## config.mk

```make
export PLATFORM = sky130hd
export DESIGN_NAME = pla_array
export DESIGN_NICKNAME = d
export VERILOG_FILES = /design/src/rtl/pla_pkg.sv /design/src/rtl/pla_row_store.sv /design/src/rtl/pla_and_plane.sv /design/src/rtl/pla_or_plane.sv /design/src/rtl/pla_out_stage.sv /design/src/rtl/pla_array.sv
export SDC_FILE = /design/constraint.sdc
export NUM_CORES = 1
export LEC_CHECK = 0
export CORE_UTILIZATION = 45
export DETAILED_ROUTE_END_ITERATION = 10
export DONT_BUFFER_PORTS = 1
export GPL_TIMING_DRIVEN = 0
export PLACE_DENSITY_LB_ADDON = 0.25
export SETUP_SLACK_MARGIN = 0.3
export SYNTH_ARGS = -nofsm -noshare
export SYNTH_HDL_FRONTEND = slang
export SYNTH_HIERARCHICAL = 1
export SYNTH_SLANG_ARGS = --single-unit
```

## constraint.sdc

```tcl
create_clock -name clk -period 3.9 [get_ports clk]
set_input_delay 0.39 -clock clk [delete_from_list [all_inputs] [get_ports clk]]
set_output_delay 0.39 -clock clk [all_outputs]
set_load 0.005 [all_outputs]
```

## src/rtl/pla_pkg.sv

```systemverilog
package pla_pkg;
   typedef enum logic [1:0] {
      LIT_DROP = 2'b00,
      LIT_POS  = 2'b01,
      LIT_NEG  = 2'b10,
      LIT_KILL = 2'b11
   } lit_e;

   function automatic int idx_width(input int n);
      return (n > 1) ? $clog2(n) : 1;
   endfunction
endpackage

```

## src/rtl/pla_row_store.sv

```systemverilog
module pla_row_store #(
   parameter int N_IN   = 4,
   parameter int N_TERM = 9,
   parameter int N_OUT  = 4,
   localparam int TW    = pla_pkg::idx_width(N_TERM),
   localparam int LW    = 2 * N_IN
) (
   input  logic                              clk,
   input  logic                              rst,
   input  logic                              wr_en,
   input  logic [TW-1:0]                     wr_idx,
   input  logic [LW-1:0]                     wr_lits,
   input  logic [N_OUT-1:0]                  wr_mask,
   output logic [N_TERM-1:0][LW-1:0]         lits_q,
   output logic [N_TERM-1:0][N_OUT-1:0]      mask_q
);
   localparam logic [TW:0] TERM_LIM = (TW+1)'(N_TERM);

   logic idx_ok;
   assign idx_ok = ({1'b0, wr_idx} < TERM_LIM);

   for (genvar t = 0; t < N_TERM; t++) begin : g_row
      logic hit;
      assign hit = wr_en && (wr_idx == TW'(t));
      always_ff @(posedge clk) begin
         if (rst) begin
            lits_q[t] <= '0;
            mask_q[t] <= '0;
         end else if (hit) begin
            lits_q[t] <= wr_lits;
            mask_q[t] <= wr_mask;
         end
      end
   end

   // an in-range write lands in the addressed row
   p_row_load_r5: assert property (@(posedge clk) disable iff (rst)
      (wr_en && idx_ok) |=> (lits_q[$past(wr_idx)] == $past(wr_lits))
                            && (mask_q[$past(wr_idx)] == $past(wr_mask)));

   // an out-of-range write touches nothing
   p_bad_idx_ignored_r6: assert property (@(posedge clk) disable iff (rst)
      (wr_en && !idx_ok) |=> ($stable(lits_q) && $stable(mask_q)));

   // reset leaves no connection in the OR plane
   p_reset_clears_r7: assert property (@(posedge clk)
      rst |=> (mask_q == '0));
endmodule

```

## src/rtl/pla_and_plane.sv

```systemverilog
module pla_and_plane #(
   parameter int N_IN   = 4,
   parameter int N_TERM = 9,
   localparam int LW    = 2 * N_IN
) (
   input  logic [N_IN-1:0]           din,
   input  logic [N_TERM-1:0][LW-1:0] lits_q,
   output logic [N_TERM-1:0]         term_hit
);
   import pla_pkg::*;

   for (genvar t = 0; t < N_TERM; t++) begin : g_term
      logic [N_IN-1:0] lit_ok;
      for (genvar i = 0; i < N_IN; i++) begin : g_lit
         always_comb begin
            unique case (lit_e'(lits_q[t][2*i +: 2]))
               LIT_DROP: lit_ok[i] = 1'b1;
               LIT_POS:  lit_ok[i] = din[i];
               LIT_NEG:  lit_ok[i] = ~din[i];
               default:  lit_ok[i] = 1'b0;
            endcase
         end
      end
      assign term_hit[t] = &lit_ok;
   end
endmodule

```

## src/rtl/pla_or_plane.sv

```systemverilog
module pla_or_plane #(
   parameter int N_TERM = 9,
   parameter int N_OUT  = 4
) (
   input  logic [N_TERM-1:0]            term_hit,
   input  logic [N_TERM-1:0][N_OUT-1:0] mask_q,
   output logic [N_OUT-1:0]             sum
);
   for (genvar o = 0; o < N_OUT; o++) begin : g_sum
      logic [N_TERM-1:0] feed;
      for (genvar t = 0; t < N_TERM; t++) begin : g_feed
         assign feed[t] = term_hit[t] & mask_q[t][o];
      end
      assign sum[o] = |feed;
   end
endmodule

```

## src/rtl/pla_out_stage.sv

```systemverilog
module pla_out_stage #(
   parameter int                 N_OUT       = 4,
   parameter logic [N_OUT-1:0]   REG_CAPABLE = '1
) (
   input  logic             clk,
   input  logic             rst,
   input  logic [N_OUT-1:0] sum,
   input  logic [N_OUT-1:0] sel,
   output logic [N_OUT-1:0] dout
);
   for (genvar o = 0; o < N_OUT; o++) begin : g_out
      if (REG_CAPABLE[o]) begin : g_flop
         logic q;
         always_ff @(posedge clk) begin
            if (rst) q <= 1'b0;
            else     q <= sum[o];
         end
         assign dout[o] = sel[o] ? q : sum[o];

         // the flop carries the previous edge's sum
         p_reg_tracks_r8: assert property (@(posedge clk) disable iff (rst)
            !rst |=> (q == $past(sum[o])));
         // reset empties the output flop
         p_reg_clear_r7: assert property (@(posedge clk)
            rst |=> (q == 1'b0));
      end else begin : g_wire
         logic unused_sel;
         assign unused_sel = sel[o];
         assign dout[o] = sum[o];
      end
   end
endmodule

```

## src/rtl/pla_array.sv

```systemverilog
module pla_array #(
   parameter int               N_IN        = 4,
   parameter int               N_TERM      = 9,
   parameter int               N_OUT       = 4,
   parameter logic [N_OUT-1:0] REG_CAPABLE = '1,
   localparam int              TW          = pla_pkg::idx_width(N_TERM),
   localparam int              LW          = 2 * N_IN
) (
   input  logic              clk,
   input  logic              rst,
   input  logic              cfg_we,
   input  logic [TW-1:0]     cfg_term,
   input  logic [LW-1:0]     cfg_lits,
   input  logic [N_OUT-1:0]  cfg_mask,
   input  logic [N_OUT-1:0]  out_reg_sel,
   input  logic [N_IN-1:0]   din,
   output logic [N_OUT-1:0]  dout
);
   if (N_IN < 1)   begin : g_bad_in   $error("pla_array: N_IN must be at least 1");   end
   if (N_TERM < 1) begin : g_bad_term $error("pla_array: N_TERM must be at least 1"); end
   if (N_OUT < 1)  begin : g_bad_out  $error("pla_array: N_OUT must be at least 1");  end

   logic [N_TERM-1:0][LW-1:0]    lits_q;
   logic [N_TERM-1:0][N_OUT-1:0] mask_q;
   logic [N_TERM-1:0]            term_hit;
   logic [N_OUT-1:0]             sum;

   pla_row_store #(.N_IN(N_IN), .N_TERM(N_TERM), .N_OUT(N_OUT)) u_rows (
      .clk(clk), .rst(rst), .wr_en(cfg_we), .wr_idx(cfg_term),
      .wr_lits(cfg_lits), .wr_mask(cfg_mask),
      .lits_q(lits_q), .mask_q(mask_q));

   pla_and_plane #(.N_IN(N_IN), .N_TERM(N_TERM)) u_and (
      .din(din), .lits_q(lits_q), .term_hit(term_hit));

   pla_or_plane #(.N_TERM(N_TERM), .N_OUT(N_OUT)) u_or (
      .term_hit(term_hit), .mask_q(mask_q), .sum(sum));

   pla_out_stage #(.N_OUT(N_OUT), .REG_CAPABLE(REG_CAPABLE)) u_out (
      .clk(clk), .rst(rst), .sum(sum), .sel(out_reg_sel), .dout(dout));
endmodule

```

==> qor.txt <==
area of the multi-input gates: 0.002670 sq mm
setup TNS: 0 ps
Slew @ Worst Pin: 710.3 ps
final-stage net count: 504
Synth top area share: 43.80%
Worst Clk Skew: 6.719 ps
cell taking the most area after synthesis: dfxtp_1
static leakage: 2.630 nW
Initial Util: 46.61%
sequential cell area: 0.002242 sq mm
post-CTS setup buffer count: 0
max_slew headroom: 52.65%
final worst path period share: 62.07%
cell count after placement: 606
Post-DP Area: 0.005294 sq mm
1st-pass router iterations: 5
grt total ovfl: 0
Num CTS Buffers: 9
EDFF count, synth: 0
die width: 108.7 um
Vias: 3323
post-CTS sizing: 0
CTS Root Cell: clkbuf_16
port bufs: 0
hold_buf cts: 0
final setup fails: 0
ant diodes: 0
DP HPWL: 8466 um
Setup crit end kind: primary output
Die H: 108.7 um
DRT iter0 DRCs: 125
row cnt: 38
asr flop ratio synth: 0%
Clock Latency Late Sink: 340 ps
Netlist cell types: 25
Final Hold Vio Count: 0
top-count cell post-synth: mux2i_1
mapped cell area: 0.005119 sq mm
die footprint: 0.01180 sq mm
RSZ-0062 raised after global routing: no
first-pass GRT wire length: 19010 um
# clock sinks: 112
Placement Setup Slack: 1536 ps
Tot GR Track Use: 22.14%
Max Cap Viol: 0
dominant synthesized flop cell: dfxtp_1
final weighted congestion in routability-driven placement: 0.8055
CTS tree: yes
Layout area overhead: 9.289%
Post-Syn Instances: 466
Core Region: 0.01098 sq mm
Post-synth top cells: 144 x mux2i_1, 120 x nand2b_1, 112 x dfxtp_1
Wirelength per Cell: 19.65 um
vias per cell: 5.342
post-synthesis register bit count: 112
Synth area leaders: dfxtp_1 44%, mux2i_1 28%, nand2b_1 15%, clkbuf_1 1.8%, buf_6 1.8%
share of cells above drive strength 1: 7.676%
initial antenna violation count: 0
Max Clk Rate: 0.4131 GHz
Power Density: 405.7 mW/mm^2
Max Buffers Root-to-Sink: 2
vias in the first global route: 3487
Antenna Nets Post-Route: 0
Req. time, crit path: 3510 ps
final WL: 12230 um
Worst-path clk slew: 70 ps
pin count of the biggest net entering global routing: 17
I/O pin count: 31
# H-tree levels: 3
post-layout min period: 2421 ps
Arr. time, crit path: 2030 ps
WS Path Type: reg -> out
Slew Limit Fails: 0
Syn Nets: 493
VDD IR max: 243.0 uV
CP max FO: 4
Setup WS post-layout: 1479 ps
post-synthesis area per instance: 10.98 sq um
Hold Path Class: in -> reg
DRC viols: 0
post-synthesis sequential area ratio: 43.80%
count of warnings emitted by yosys: 6
Layout Cell Area excl Fill: 0.005594 sq mm
# fillers: 979
CP startpoint kind: flop
outcome: finished, final reports clean
non-filler cells, final: 622
[kinds of logic after synthesis]
group	count (synthesis)	synth area share (%)
simple gates	154	19.82
mux	148	29.33
flops	112	43.80
compound gates	16	3.007
buf+inv	36	4.033
[cell type report]
type                            count  share of cell area [%]
Multi-Input combinational cell    318                   47.73
Sequential cell                   112                   40.08
Clock buffer                       13                   4.652
Buffer                             36                   3.690
Tap cell                          140                   3.131
Clock inverter                      3                  0.7157
[registers in the layout (all words and copies together) (netlist names)]
| name | count |
|---|---|
| u_rows/mask_q | 36 |
| u_rows/lits_q | 72 |
| u_out/g_out.g_flop.q | 4 |
[per-stage QoR]
stage / power (mW) / hold slack (ps) / util [%]
after floorplan: 1.312 / 448.0 / -
after global placement: 1.359 / 457.9 / 48.20
after detailed placement: 1.362 / 465.1 / 48.20
after CTS: 2.288 / 94.90 / 50.93
after global routing: 2.343 / 91.21 / 50.93
final: 2.270 / 106.7 / 50.93
[per-layer routing]
layer,GRT usage [%],vias to the layer above,wire [um]
li1,-,1623,-
met1,25.46,1636,5137
met2,40.28,51,6357
met3,4.543,13,535
met4,8.012,0,195
met5,0,-,0
[final timing paths]
kind                        endpoint              start  slack [ps]  cells past startpoint
max                          dout[2]   u_rows/lits_q[2]        1480                      6
min          u_out/g_out[3].g_flop.q                rst         110                      1
max reg2reg  u_out/g_out[2].g_flop.q   u_rows/lits_q[2]        2250                      6
min reg2reg        u_rows/lits_q[40]  u_rows/lits_q[40]         480                      2
[report_power, final]
part	leakage (nW)	internal [mW]	switching (mW)
Combinational	1.58	0.0717	0.0944
Clock	0.150	0.532	0.403
Sequential	0.904	1.16	0.00837
[worst max-delay path, stage by stage, from the launching register on]
cell	delay [ps]
dfxtp_1	330
mux2i_1	70
and4_1	260
a22o_1	240
a221oi_1	310
nand3_1	170
mux2_4	300
[layout by cell type (no fill, tap or decap), types with 3 or more instances in the layout]
| cell type | instances |
|---|---|
| a222oi_1 | 4 |
| a22o_1 | 3 |
| a22oi_1 | 4 |
| and2_1 | 3 |
| and4_1 | 9 |
| buf_4 | 3 |
| buf_6 | 8 |
| clkbuf_1 | 27 |
| clkbuf_16 | 9 |
| dfxtp_1 | 112 |
| mux2_4 | 4 |
| mux2i_1 | 144 |
| nand2_1 | 4 |
| nand2b_1 | 120 |
| nand3_1 | 5 |
| nor2b_1 | 5 |
Note: power is estimated with default switching activity, not from simulation.
